## config.mk

```make
export PLATFORM = sky130hd
export DESIGN_NAME = quad_wire_slave
export DESIGN_NICKNAME = d
export VERILOG_FILES = /design/src/rtl/qws_pkg.sv /design/src/rtl/qws_edge_sync.sv /design/src/rtl/qws_shift_core.sv /design/src/rtl/quad_wire_slave.sv
export SDC_FILE = /design/constraint.sdc
export NUM_CORES = 1
export LEC_CHECK = 0
export ABC_AREA = 0
export BUFFER_PORTS_ARGS = -buffer_cell sky130_fd_sc_hd__buf_2
export CAP_MARGIN = 20
export CORE_AREA = 2 2 78 80
export DETAILED_ROUTE_END_ITERATION = 7
export DIE_AREA = 0 0 80 82
export SLEW_MARGIN = 20
export SYNTH_ARGS = -nofsm -noshare
export SYNTH_HDL_FRONTEND = slang
export SYNTH_SLANG_ARGS = --single-unit
```

## constraint.sdc

```tcl
create_clock -name clk -period 2 [get_ports clk]
set_input_delay 0.2 -clock clk [delete_from_list [all_inputs] [get_ports clk]]
set_output_delay 0.2 -clock clk [all_outputs]
set_load 0.03 [all_outputs]
```

## src/rtl/qws_pkg.sv

```systemverilog
`timescale 1ns/1ps
package qws_pkg;
    // Positions of the serial pins inside the synchronizer vector
    localparam int unsigned SIG_SCK = 0;
    localparam int unsigned SIG_SEL = 1;
    localparam int unsigned SIG_SDI = 2;
    localparam int unsigned NUM_SIG = 3;

    // Idle levels used as reset values: clock low, select high, data low
    localparam logic [NUM_SIG-1:0] SIG_IDLE = 3'b010;

    function automatic int unsigned count_width(input int unsigned limit);
        return $clog2(limit + 1);
    endfunction
endpackage

```

## src/rtl/qws_edge_sync.sv

```systemverilog
`timescale 1ns/1ps
module qws_edge_sync #(
    parameter int unsigned WIDTH  = 3,
    parameter int unsigned STAGES = 2,
    parameter logic [WIDTH-1:0] RESET_VAL = '0
) (
    input  logic             clk,
    input  logic             rst_n,
    input  logic [WIDTH-1:0] async_i,
    output logic [WIDTH-1:0] lvl_o,
    output logic [WIDTH-1:0] prev_o,
    output logic [WIDTH-1:0] rise_o,
    output logic [WIDTH-1:0] fall_o
);
    typedef struct packed {
        logic [STAGES-1:0][WIDTH-1:0] pipe;
        logic [WIDTH-1:0]             last;
    } sync_t;

    sync_t st_d, st_q;

    always_comb begin
        st_d         = st_q;
        st_d.pipe[0] = async_i;
        for (int s = 1; s < STAGES; s++) begin
            st_d.pipe[s] = st_q.pipe[s-1];
        end
        st_d.last = st_q.pipe[STAGES-1];
    end

    always_ff @(posedge clk or negedge rst_n) begin
        if (!rst_n) begin
            for (int s = 0; s < STAGES; s++) begin
                st_q.pipe[s] <= RESET_VAL;
            end
            st_q.last <= RESET_VAL;
        end else begin
            st_q <= st_d;
        end
    end

    assign lvl_o  = st_q.pipe[STAGES-1];
    assign prev_o = st_q.last;

    for (genvar b = 0; b < WIDTH; b++) begin : g_edge
        assign rise_o[b] =  lvl_o[b] & ~prev_o[b];
        assign fall_o[b] = ~lvl_o[b] &  prev_o[b];
    end
endmodule

```

## src/rtl/qws_shift_core.sv

```systemverilog
`timescale 1ns/1ps
module qws_shift_core #(
    parameter int unsigned DATA_W = 8
) (
    input  logic              clk,
    input  logic              rst_n,
    input  logic              sck_rise_i,
    input  logic              sck_fall_i,
    input  logic              sel_fall_i,
    input  logic              sel_rise_i,
    input  logic              sel_prev_i,
    input  logic              sdi_i,
    input  logic [DATA_W-1:0] tx_byte_i,
    output logic              sdo_o,
    output logic [DATA_W-1:0] rx_byte_o,
    output logic              rx_valid_o
);
    localparam int unsigned CNT_W = qws_pkg::count_width(DATA_W);
    localparam logic [CNT_W-1:0] CNT_MAX = CNT_W'(DATA_W);

    typedef struct packed {
        logic [DATA_W-1:0] tx;
        logic [DATA_W-1:0] rx;
        logic [CNT_W-1:0]  cnt;
        logic [DATA_W-1:0] out;
        logic              vld;
    } core_t;

    core_t             st_d, st_q;
    logic              active;
    logic [DATA_W-1:0] rx_nxt;
    logic [CNT_W-1:0]  cnt_nxt;

    always_comb begin
        st_d     = st_q;
        st_d.vld = 1'b0;
        // the select was low in the previous sample: the window is open,
        // which includes the cycle in which its rise is detected
        active   = ~sel_prev_i;
        rx_nxt   = st_q.rx;
        cnt_nxt  = st_q.cnt;

        if (active && sck_rise_i) begin
            rx_nxt = {st_q.rx[DATA_W-2:0], sdi_i};
            if (st_q.cnt != CNT_MAX) begin
                cnt_nxt = st_q.cnt + CNT_W'(1);
            end
        end

        if (sel_fall_i) begin
            st_d.tx  = tx_byte_i;
            st_d.rx  = '0;
            st_d.cnt = '0;
        end else if (active) begin
            st_d.rx  = rx_nxt;
            st_d.cnt = cnt_nxt;
            if (sck_fall_i) begin
                // refill from the newest received bit so the receive
                // stream follows the transmit byte out with a delay of DATA_W
                st_d.tx = {st_q.tx[DATA_W-2:0], st_q.rx[0]};
            end
            if (sel_rise_i && (cnt_nxt != '0)) begin
                st_d.vld = 1'b1;
                st_d.out = rx_nxt;
            end
        end
    end

    always_ff @(posedge clk or negedge rst_n) begin
        if (!rst_n) begin
            st_q <= '0;
        end else begin
            st_q <= st_d;
        end
    end

    assign sdo_o      = st_q.tx[DATA_W-1];
    assign rx_byte_o  = st_q.out;
    assign rx_valid_o = st_q.vld;

    assert_msb_load_R3: assert property (@(posedge clk) disable iff (!rst_n)
        sel_fall_i |=> (sdo_o == $past(tx_byte_i[DATA_W-1])));

    assert_sdo_hold_R4: assert property (@(posedge clk) disable iff (!rst_n)
        (!sck_fall_i && !sel_fall_i) |=> $stable(sdo_o));

    assert_idle_rx_R9: assert property (@(posedge clk) disable iff (!rst_n)
        (sel_prev_i && !sel_fall_i) |=> ($stable(st_q.rx) && !rx_valid_o));

    assert_valid_cause_R8: assert property (@(posedge clk) disable iff (!rst_n)
        rx_valid_o |-> $past(sel_rise_i));

    assert_valid_single_R8: assert property (@(posedge clk) disable iff (!rst_n)
        rx_valid_o |=> !rx_valid_o);

    assert_byte_with_strobe_R8: assert property (@(posedge clk) disable iff (!rst_n)
        !$stable(rx_byte_o) |-> rx_valid_o);
endmodule

```

## src/rtl/quad_wire_slave.sv

```systemverilog
`timescale 1ns/1ps
module quad_wire_slave #(
    parameter int unsigned DATA_W      = 8,
    parameter int unsigned SYNC_STAGES = 2
) (
    input  logic              clk,
    input  logic              rst_n,
    input  logic              sck_i,
    input  logic              sel_n_i,
    input  logic              sdi_i,
    output logic              sdo_o,
    input  logic [DATA_W-1:0] tx_byte_i,
    output logic [DATA_W-1:0] rx_byte_o,
    output logic              rx_valid_o
);
    import qws_pkg::*;

    logic [NUM_SIG-1:0] pins;
    logic [NUM_SIG-1:0] lvl, prev, rise, fall;

    always_comb begin
        pins          = '0;
        pins[SIG_SCK] = sck_i;
        pins[SIG_SEL] = sel_n_i;
        pins[SIG_SDI] = sdi_i;
    end

    qws_edge_sync #(
        .WIDTH     (NUM_SIG),
        .STAGES    (SYNC_STAGES),
        .RESET_VAL (SIG_IDLE)
    ) u_sync (
        .clk     (clk),
        .rst_n   (rst_n),
        .async_i (pins),
        .lvl_o   (lvl),
        .prev_o  (prev),
        .rise_o  (rise),
        .fall_o  (fall)
    );

    qws_shift_core #(
        .DATA_W (DATA_W)
    ) u_core (
        .clk        (clk),
        .rst_n      (rst_n),
        .sck_rise_i (rise[SIG_SCK]),
        .sck_fall_i (fall[SIG_SCK]),
        .sel_fall_i (fall[SIG_SEL]),
        .sel_rise_i (rise[SIG_SEL]),
        .sel_prev_i (prev[SIG_SEL]),
        .sdi_i      (lvl[SIG_SDI]),
        .tx_byte_i  (tx_byte_i),
        .sdo_o      (sdo_o),
        .rx_byte_o  (rx_byte_o),
        .rx_valid_o (rx_valid_o)
    );
endmodule

```

# [Word level (Yosys, flattened, before mapping)]
# Index checks and enable logic that the tools add are counted.
# Widths: inputs -> output; s select.
[op_classes] bitwise=9 mux=8 n_reduce_logical=6 n_eq_ne=2 addsub=1
[op_table] cell="$mux 29" count=1
[op_table] cell="$mux 20" count=1
[op_table] cell="$mux 8" count=2
[op_table] cell="$mux 9" count=1
[op_table] cell="$mux 4" count=2
[op_table] cell="$not 1->1" count=5
[op_table] cell="$add 4x1->4 const B" count=1
[op_table] cell="$and 1x1->1" count=4
[op_table] cell="$ne 4x4->1 const B" count=1
[op_table] cell="$reduce_bool 4->1" count=1
[op_table] cell="$reduce_and 3->1" count=1
[op_table] cell="$logic_and 1x1->1" count=2
[op_table] cell="$ne 2x1->1 const B" count=1
[op_table] cell="$reduce_and 2->1" count=1
[op_table] cell="$reduce_bool 2->1" count=1
[op_table] cell="$mux 1" count=1
[totals] ff_bits=37 in_bits=13

# [Longest topological paths before layout]
# Gate-level depths: netlist (run 1).
[logic_depth] ltp_word=9 mapped_depth=8 mapped_depth_nobuf=7

# [Cells and area by module]
# Synthesis (run 1) repeated with hierarchy kept, for this count alone.
[unflattened] hier_cells=157 hier_area_um2=1774.2
[by_module_without_submodules] module="qws_shift_core" area_per_inst_um2=1485.2 cells_per_inst=139 instances=1
[by_module_without_submodules] module="qws_edge_sync" area_per_inst_um2=289.0 cells_per_inst=18 instances=1

# [Worst setup path after synthesis (run 1)]
# OpenSTA, ideal clock, no wires.
[synth_path] path_kind="register to register" start="register u_core.st_q[9] (netlist bit)" end="register u_core.st_q (netlist bit u_core.rx_byte_o[0])" required_ns=1.872 path_stages_with_launch=7 setup_time_ns=0.128 arrival_ns=1.408 path_slack_ns=0.464 synth_period_minus_slack_ns=1.536 path_cell_list="dfrtp_1 -> inv_1 -> ha_1 -> o32ai_1 -> a21oi_1 -> buf_4 -> mux2i_1"
[synth_via] elab_chain_len=6 word_cells_on_any_way=7 cone_classes="add/sub (1); eq/ne (1); mux (2); reduce/logical (3)"
[synth_lines] item="start: declaration" line_no="qws_shift_core.sv:29" rtl="core_t st_d, st_q;"
[synth_lines] item="start signal: assignment" line_no="qws_shift_core.sv:73" rtl="st_q <= st_d;"
[synth_lines] item="$add 4x1->4 or $ne 4x4->1 (tied branches)" line_no="qws_shift_core.sv:46, qws_shift_core.sv:45"
[synth_lines] item="$mux 4" line_no="qws_shift_core.sv:45" rtl="if (st_q.cnt != CNT_MAX) begin"
[synth_lines] item="$mux 4 *" line_no="qws_shift_core.sv:43" rtl="if (active && sck_rise_i) begin"
[synth_lines] item="$reduce_bool 4->1 *" line_no="qws_shift_core.sv:62" rtl="if (sel_rise_i && (cnt_nxt != '0)) begin"
[synth_lines] item="$logic_and 1x1->1 *" line_no="qws_shift_core.sv:62"
[synth_lines] item="$reduce_and 3->1 (no line) *"
# Mark *: on every way between the ends. The rest lies on a longest branch, timed or not.
# A chain may end at the register's enable or synchronous reset.

# [Worst setup path after layout (run 1)]
[layout_path] start="register u_core.st_q[9] (netlist bit)" end="register u_core.st_q (netlist bit u_core.rx_byte_o[7])"
# Same word-level chain as after synthesis.

==> results_dict.tcl, run 1 <==
set metrics [dict create \
    fin_crit_sh_pct 83.51 \
    required_ns 2.16 \
    tightest_slew_ns 0.5471 \
    drv_cap 0 \
    synthToLayoutAreaGrowth_pct 18.05 \
    ctsHoldBuffers 1 \
    placementRows 28 \
    path_clk_slew_ns 0.08 \
    combinationalPowerShare_pct 11.0 \
    setup_viol 0 \
    max_freq_mhz 598.7 \
    synth_seq_area_share_pct 55.20 \
    ys_warn_count 0 \
    fin_tns_setup_ns 0 \
    routedLengthMet1_microns 1330 \
    wire_per_inst_microns 11.72 \
    ys.flop_type "dfrtp_1" \
    outcome "finished, final reports clean" \
    p_sw_share_pct 23.93 \
    worstPathCellList "inv_1 > ha_1 > o32ai_1 > a21oi_1 > buf_4 > mux2i_1" \
    multiInputGateArea_sq_um 616.8 \
    synth_nets 169 \
    slowest_delay_ns 0.41 \
    top_layer "met4" \
    clock_skew_ns 0.008690 \
    hold_path_class "input port to flip-flop" \
    start_util_pct 29.31 \
    nets 191 \
    vias 1122 \
    grt_max_degree 26 \
    clockPowerShare_pct 39.3 \
    core-area_sq_um 5746 \
    cts_setup_buffers 0 \
    netlist_instances 154 \
    vias_per_cell 4.452 \
    dr.pass1.iters 4 \
    synth_edf_count 0 \
    met2WireLength_microns 1497 \
    synth.largest_area_cell "dfrtp_1" \
    port_buffers 22 \
    crit_path_start_kind "flip-flop" \
    diodes 0 \
    place_hpwl_microns 2087 \
    wl_met3_microns 96 \
    p_total_mw 1.686 \
    die_w_microns 80 \
    hold_viol_final 0 \
    place_congestion 0.7499 \
    p_per_area_nw_per_um2 847.9 \
    holdPathStages 1 \
    post-route-min-period_ns 1.670 \
    p_switching_mw 0.4034 \
    clock_sinks 37 \
    fillers 606 \
    crit_buf_inv 2 \
    ys_async_sr_fraction_pct 100.0 \
    grt_pass1_wl_microns 5037 \
    ir_worst_vdd_mv 0.5188 \
    hp-start "sck_i" \
    crit_family "flip-flops" \
    register_area_sq_um 929.6 \
    insertion_delay_ns 0.28 \
    grt_overflow 0 \
    p_int_mw 1.282 \
    ant_nets 0 \
    worstPathArrival_ns 1.83 \
    clockRootBuffer "clkbuf_8" \
    yosys.area.top_type_share_pct 50.52 \
    synth_area_leaders "dfrtp_1 51%, mux2i_1 11%, dfstp_2 4.7%" \
    ctsResizeCount 0 \
    wl_microns 2954 \
    antenna_found_initial 0 \
    reg2reg_from "u_core.st_q[9]" \
    cts_buffers 5 \
    rsz0062_at_grt "false" \
    grt_use_total_pct 9.930 \
    power_leakage_nw 0.8848 \
    cts_tree "yes" \
    postLayoutCoreUtil_pct 34.60 \
    pwr-share-seq_pct 49.7 \
    clk_path_buf_depth 2 \
    startpoint "u_core.st_q[9]" \
    h-tree-depth 2 \
    crit_slowest_cell "dfrtp_1" \
    die-area_sq_um 6560 \
    netlist_area_sq_um 1684 \
    layout-drive-gt1-share_pct 25.42 \
    slew_headroom_pct 63.52 \
    maxSlewViolCount 0 \
    worstSetupEndpointType "flip-flop" \
    drc_errors 0 \
    grt_pass1_vias 1071 \
    initialDrtViolationCount 75 \
    die_h_microns 82 \
    r2r_cells 6 \
    crit_fanout 9 \
    cp.depth 6 \
    syn_avg_cell_area_sq_um 10.94 \
    yosys.cell_types.count 27 \
    crit_type "flip-flop to flip-flop" \
    synth_seq_cells 37 \
    boundaryPins 23 \
]
## synthesized netlist by cell type (2+ instances only)
| cell type | number |
|---|---|
| nand3_1 | 13 |
| xnor2_1 | 2 |
| o21ai_0 | 15 |
| a32oi_1 | 3 |
| dfstp_2 | 3 |
| clkbuf_1 | 6 |
| mux2i_1 | 19 |
| a21oi_1 | 3 |
| inv_1 | 10 |
| ha_1 | 2 |
| a22oi_1 | 5 |
| nand2_1 | 14 |
| dfrtp_1 | 34 |
| buf_2 | 2 |
| buf_4 | 9 |
| nor2_1 | 3 |
## layout make-up
type                    instances  share of cell area (%)
repair buffers                 32                   9.566
well taps                      75                   4.720
clock inverters                 2                   1.888
clock buffers                   6                   4.154
flip-flops and latches         37                   46.76
multi-input cells              90                   31.03
inverters                      10                   1.888
## worst paths after layout
path	to	slack (ns)
hold reg to reg	u_sync.lvl_o[2]	0.35
max in group asynchronous	u_core.st_q[18]	1.04
setup / recovery	u_core.rx_byte_o[7]	0.33
setup reg to reg	u_core.rx_byte_o[7]	0.33
hold / removal	u_sync.st_d[6]	0.03
min in group asynchronous	u_core.sdo_o	0.43
## power groups by stage
stage | Combinational (mW) | Clock (mW) | Sequential, mW
4_1_cts | 0.189 | 0.688 | 0.839
3_3_place_gp | 0.183 | 0 | 0.853
2_1_floorplan | 0.128 | 0 | 0.851
6_report | 0.185 | 0.662 | 0.839
5_1_grt | 0.206 | 0.722 | 0.846
3_5_place_dp | 0.187 | 0 | 0.853
## layout by cell type, fill, tap and decap left out, types with 2 or more instances in the layout
| cell | count |
|---|---|
| dfrtp_1 | 34 |
| buf_2 | 22 |
| mux2i_1 | 19 |
| o21ai_0 | 15 |
| nand2_1 | 14 |
| nand3_1 | 13 |
| inv_1 | 10 |
| buf_4 | 8 |
| clkbuf_8 | 6 |
| a22oi_1 | 5 |
| nor2_1 | 3 |
| a21oi_1 | 3 |
| a32oi_1 | 3 |
| dfstp_2 | 3 |
| xnor2_1 | 2 |
| ha_1 | 2 |
| dlygate4sd3_1 | 2 |
## kinds of logic after synthesis
family,after synthesis,synth area share [%]
simple gates,37,11.59
compound gates,29,10.70
fa+ha+maj,2,1.486
xor+xnor,3,1.560
flops,37,55.20
mux,19,11.29
buf+inv,27,8.172
## registers in the layout, indices dropped and copies added, names as in the netlist
register and cells:
u_sync.st_d 3, u_core.sdo_o 1, u_core.rx_valid_o 1, u_core.st_q 19, u_sync.lvl_o 3, u_core.rx_byte_o 8
u_sync.prev_o 2
## per-stage QoR
stage	setup slack [ns]	cells	area [sq um]	hold WS [ns]
floorplan	0.4639	154	1684	-0.09559
global placement	0.3727	242	1848	0.2312
detailed placement	0.3330	242	1848	0.2292
CTS	0.3103	251	1978	0.003224
global route	0.1545	252	1988	0.008427
finish	0.3298	252	1988	0.02539
## metal layers
metal / track usage, % / vias up
li1: - / 563
met1: 13.03 / 542
met2: 15.25 / 15
met3: 3.407 / 2
met4: 3.559 / 0
met5: 0 / -
Power figures use the tool's default switching activity.
==> run 2: changes to the inputs <==
==> constraint.sdc (replaced) <==
create_clock -name clk -period 1.68 [get_ports clk]
set_input_delay 0.168 -clock clk [delete_from_list [all_inputs] [get_ports clk]]
set_output_delay 0.168 -clock clk [all_outputs]
set_load 0.03 [all_outputs]
==> run 2 against run 1 <==
Against the previous run: via count up 8.3%; non-clock buffer count up 15; clock power up 38%; first-iteration DRC count down 53%; sequential power up 18%; hold slack better by 0.065 ns; critical path depth up 1; cell count up 6.0%; flip-flop and latch count unchanged; largest cell class unchanged.
==> results_dict.tcl, run 2 (synthesis results as in run 1) <==
set metrics [dict create \
    worstPathArrival_ns 1.86 \
    drv_cap 0 \
    place_congestion 0.8158 \
    register_area_sq_um 929.6 \
    h-tree-depth 2 \
    p_int_mw 1.675 \
    hold_viol_final 0 \
    port_buffers 22 \
    worst_hold_path.endpoint "u_core.sdo_o" \
    hold_path_class "input port to flip-flop" \
    synthToLayoutAreaGrowth_pct 30.61 \
    maxSlewViolCount 0 \
    grt_pass1_wl_microns 5202 \
    vias_per_cell 4.551 \
    die-area_sq_um 6560 \
    clock_skew_ns 0.005574 \
    die_h_microns 82 \
    layout-drive-gt1-share_pct 34.38 \
    grt_max_degree 25 \
    final_area_sq_um 2200 \
    placementRows 28 \
    placed_area_sq_um 1913 \
    cts_tree "yes" \
    final_common_cell "dfrtp_1" \
    worst_slack_ns 0.04019 \
    boundaryPins 23 \
    power_leakage_nw 0.9790 \
    p_sw_share_pct 23.63 \
    path_clk_slew_ns 0.08 \
    pre_cts_slack_ns 0.07086 \
    worstSetupEndpointType "flip-flop" \
    reg2reg_from "u_sync.prev_o[0]" \
    outcome "finished, final reports clean" \
    fillers 588 \
    holdPathStages 3 \
    layout_common_cells "34 x dfrtp_1, 22 x buf_2, 19 x mux2i_1, 19 x buf_4, 15 x o21ai_0" \
    wire_per_inst_microns 12.40 \
    r2r-end "u_core.rx_byte_o[6]" \
    hold_slack_ns 0.09086 \
    ir_worst_vdd_mv 0.4314 \
    drc_errors 0 \
    rrSetupSlack_ns 0.04 \
    vias 1215 \
    antenna_found_initial 0 \
    clock_sinks 37 \
    nets 206 \
    grt_use_total_pct 10.30 \
    fin_crit_sh_pct 97.61 \
    hp-start "tx_byte_i[7]" \
    crit_path_start_kind "flip-flop" \
    startpoint "u_sync.prev_o[0]" \
    pwr-share-seq_pct 45.3 \
    initialDrtViolationCount 35 \
    crit_type "flip-flop to flip-flop" \
    grt_pass1_vias 1148 \
    largest_reg_flops 19 \
    r2r_cells 7 \
    tightest_slew_ns 0.4650 \
    p_per_area_nw_per_um2 996.9 \
    grt_overflow 0 \
    start_util_pct 29.31 \
    insertion_delay_ns 0.29 \
    multiInputGateArea_sq_um 666.9 \
    wl_microns 3310 \
    slew_headroom_pct 69.00 \
    clockRootBuffer "clkbuf_8" \
    crit_fanout 4 \
    combinationalPowerShare_pct 13.1 \
    diodes 0 \
    clk_path_buf_depth 2 \
    largest_register "u_core.st_q" \
    clockPowerShare_pct 41.6 \
    setup_viol 0 \
    core-area_sq_um 5746 \
    max_freq_mhz 609.8 \
    ant_nets 0 \
    place_hpwl_microns 2158 \
    die_w_microns 80 \
    post-route-min-period_ns 1.640 \
    cts_buffers 5 \
    p_switching_mw 0.5182 \
    required_ns 1.90 \
    dr.pass1.iters 4 \
]
[run 2: cell count changes in the layout (fill, tap and decap cells not counted), moves of 2 or more]
| cell | previous run | this run |
|---|---|---|
| dlygate4sd3_1 | 2 | 4 |
| buf_4 | 8 | 19 |
| inv_1 | 10 | 8 |
| ha_1 | 2 | 0 |
| inv_2 | 0 | 2 |
[run 2: what timing repair did]
| item | in CTS | in global routing |
|---|---|---|
| gates resized for setup | 0 | 11 |
| hold endpoints to repair | 21 | 0 |
| endpoints found under the setup margin | 0 | 8 |
| hold buffers | 4 | 0 |
| buffers inserted | 0 | 5 |
[run 2: cell type report]
type                    count  area share [%]
well taps                  75           4.266
inverters                  10           1.706
clock buffers               5           3.129
clock inverters             3           2.958
repair buffers             47           15.36
multi-input cells          90           30.32
flip-flops and latches     37           42.26
[run 2: worst max-delay path, cell delays in order (launching register included)]
cell and delay, ns:
dfrtp_1 0.41, nor3b_4 0.19, buf_4 0.16, nand2_1 0.09, o2bb2ai_2 0.15, a21oi_4 0.22
clkbuf_16 0.18, mux2i_1 0.17
[run 2: metrics by stage]
step	TNS, ns	power, mW	std cells	util, %
3_5_place_dp	0	1.259	249	33.30
6_report	0	2.193	267	38.28
3_3_place_gp	0	1.256	249	33.30
5_1_grt	-0.07968	2.288	267	38.28
2_1_floorplan	0	1.165	154	-
4_1_cts	0	2.186	261	36.32
[run 2: worst max path at each step]
stage / end
6_report: u_core.rx_byte_o[6]
5_1_grt: u_core.st_q[11]
4_1_cts: u_core.rx_byte_o[2]
3_5_place_dp: u_core.rx_byte_o[1]
3_3_place_gp: u_core.rx_byte_o[6]
2_1_floorplan: u_core.rx_byte_o[0]
[run 2: routing by layer]
| layer | up-vias | GRT usage (%) | part of all wire (%) |
|---|---|---|---|
| li1 | 594 | - | - |
| met1 | 602 | 13.38 | 46 |
| met2 | 14 | 16.00 | 50 |
| met3 | 5 | 2.637 | 1.7 |
| met4 | 0 | 5.085 | 1.5 |
| met5 | - | 0 | 0 |
[run 2: power groups by stage]
stage	sequential (mW)	combinational (mW)	clock [mW]
CTS	0.994	0.257	0.935
detailed placement	1.01	0.249	0
global placement	1.01	0.245	0
floorplan	1.01	0.152	0
finish	0.994	0.287	0.912
global route	1.00	0.322	0.965
==> run 3: changes to the inputs <==
--- a/config.mk
+++ b/config.mk
@@ -15,3 +15,4 @@
 export SYNTH_ARGS = -nofsm -noshare
 export SYNTH_HDL_FRONTEND = slang
 export SYNTH_SLANG_ARGS = --single-unit
+export TNS_END_PERCENT = 1
==> constraint.sdc (replaced) <==
create_clock -name clk -period 1.7 [get_ports clk]
set_input_delay 0.17 -clock clk [delete_from_list [all_inputs] [get_ports clk]]
set_output_delay 0.17 -clock clk [all_outputs]
set_load 0.03 [all_outputs]
==> run 3 against run 2 <==
Against the previous run: wire length down 8.8%; clock power down 15%; non-clock buffer count down 5; critical path type unchanged; critical endpoint is now u_core.rx_byte_o[5].
==> results_dict.tcl, run 3 (synthesis results as in run 1) <==
set metrics [dict create \
    nets 201 \
    vias 1156 \
    wire_per_inst_microns 11.52 \
    largest_reg_flops 19 \
    layout_common_cells "34 x dfrtp_1, 22 x buf_2, 19 x mux2i_1" \
    hold_viol_final 0 \
    diodes 0 \
    hold_slack_ns 0.09402 \
    die_h_microns 82 \
    pwr-share-seq_pct 48.9 \
    cts_tree "yes" \
    r2r_cells 6 \
    clockPowerShare_pct 38.7 \
    ir_worst_vdd_mv 0.4583 \
    clock_skew_ns 0.009078 \
    max_freq_mhz 640.2 \
    grt_pass1_vias 1105 \
    required_ns 1.86 \
    crit_fanout 9 \
    core-area_sq_um 5746 \
    drv_cap 0 \
    tightest_slew_ns 0.4463 \
    insertion_delay_ns 0.29 \
    p_per_area_nw_per_um2 966.3 \
    p_switching_mw 0.4795 \
    layout-drive-gt1-share_pct 28.88 \
    worstPathArrival_ns 1.72 \
    p_sw_share_pct 23.85 \
    outcome "finished, final reports clean" \
    hp-start "tx_byte_i[7]" \
    crit_type "flip-flop to flip-flop" \
    ant_nets 0 \
    drc_errors 0 \
    combinationalPowerShare_pct 12.5 \
    rrSetupSlack_ns 0.14 \
    boundaryPins 23 \
    p_int_mw 1.531 \
    clk_path_buf_depth 2 \
    h-tree-depth 2 \
    dr.pass1.iters 4 \
    fin_tns_setup_ns 0 \
    worst_hold_path.endpoint "u_core.sdo_o" \
    antenna_found_initial 0 \
    reg2reg_from "u_core.st_q[9]" \
    largest_register "u_core.st_q" \
    grt_pass1_wl_microns 5175 \
    place_hpwl_microns 2080 \
    slew_headroom_pct 70.24 \
    clockRootBuffer "clkbuf_8" \
    power_leakage_nw 0.9357 \
    die_w_microns 80 \
    hold_path_class "input port to flip-flop" \
    start_util_pct 29.31 \
    path_clk_slew_ns 0.08 \
    cts_buffers 5 \
    worstSetupEndpointType "flip-flop" \
    grt_overflow 0 \
    wl_microns 3019 \
    placementRows 28 \
    clock_sinks 37 \
    setup_viol 0 \
    place_congestion 0.8063 \
    post-route-min-period_ns 1.562 \
    synthToLayoutAreaGrowth_pct 23.55 \
    vias_per_cell 4.412 \
    holdPathStages 3 \
    maxSlewViolCount 0 \
    final_common_cell "dfrtp_1" \
    r2r-end "u_core.rx_byte_o[5]" \
    initialDrtViolationCount 61 \
    crit_path_start_kind "flip-flop" \
    fin_crit_sh_pct 91.89 \
    port_buffers 22 \
    grt_use_total_pct 10.31 \
    die-area_sq_um 6560 \
    grt_max_degree 25 \
]
## run 3: changes by cell type in the layout (fill, tap and decap cells not counted), sizes merged
cell	change
clkinv	-1
bufinv	-1
clkbuf	+1
buf	-4
## run 3: power by group through the flow
stage	combinational (mW)	clock (mW)	sequential, mW
6_report	0.251	0.778	0.982
5_1_grt	0.282	0.825	0.992
4_1_cts	0.251	0.800	0.983
3_5_place_dp	0.243	0	0.999
3_3_place_gp	0.242	0	0.999
2_1_floorplan	0.150	0	1.00
## run 3: what timing repair did
action	CTS	global route
resized for setup	0	2
setup buffers	0	1
hold endpoints to repair	20	0
hold buffers	4	0
setup endpoints to repair	0	8
## run 3: stage by stage
stage	power (mW)	util (%)	setup WS, ns	instance area [sq um]	cells
5_1_grt	2.099	36.22	-0.004436	2081	262
4_1_cts	2.034	36.02	0.08576	2069	261
6_report	2.011	36.22	0.1379	2081	262
3_3_place_gp	1.241	33.30	0.1324	1913	249
2_1_floorplan	1.152	-	0.1639	1684	154
3_5_place_dp	1.243	33.30	0.1172	1913	249
## run 3: layout make-up
cell class	instances	area, sq um
clock buffers	7	86.33
clock inverters	1	30.03
fillers	571	3665
inverters	10	37.54
multi-input cells	90	620.6
flip-flops and latches	37	929.6
well taps	75	93.84
repair buffers	42	282.8
## run 3: how the worst max path moves through the flow
stage / startpoint / endpoint / slack (ns)
after global placement: u_core.st_q[9] / u_core.rx_byte_o[6] / 0.13
after global routing: u_core.st_q[9] / u_core.rx_byte_o[6] / -0.004
final: u_core.st_q[9] / u_core.rx_byte_o[5] / 0.14
after floorplan: u_core.st_q[9] / u_core.rx_byte_o[0] / 0.16
after detailed placement: u_core.st_q[9] / u_core.rx_byte_o[2] / 0.12
after CTS: u_core.st_q[9] / u_core.rx_byte_o[5] / 0.09
## run 3: routing by layer
metal	wire length (microns)	vias up	part of all wire, %	global-route usage [%]
met5	0	-	0	0
met4	77	0	2.6	5.424
met3	85	8	2.8	2.967
met2	1408	20	47	14.58
met1	1447	539	48	14.24
li1	-	589	-	-
## run 3: critical path: stages, from the launching register on
cell and delay, ns:
dfrtp_1 0.35, inv_1 0.06, ha_1 0.31, o32ai_1 0.33, a21oi_2 0.12, buf_12 0.15
mux2i_1 0.11
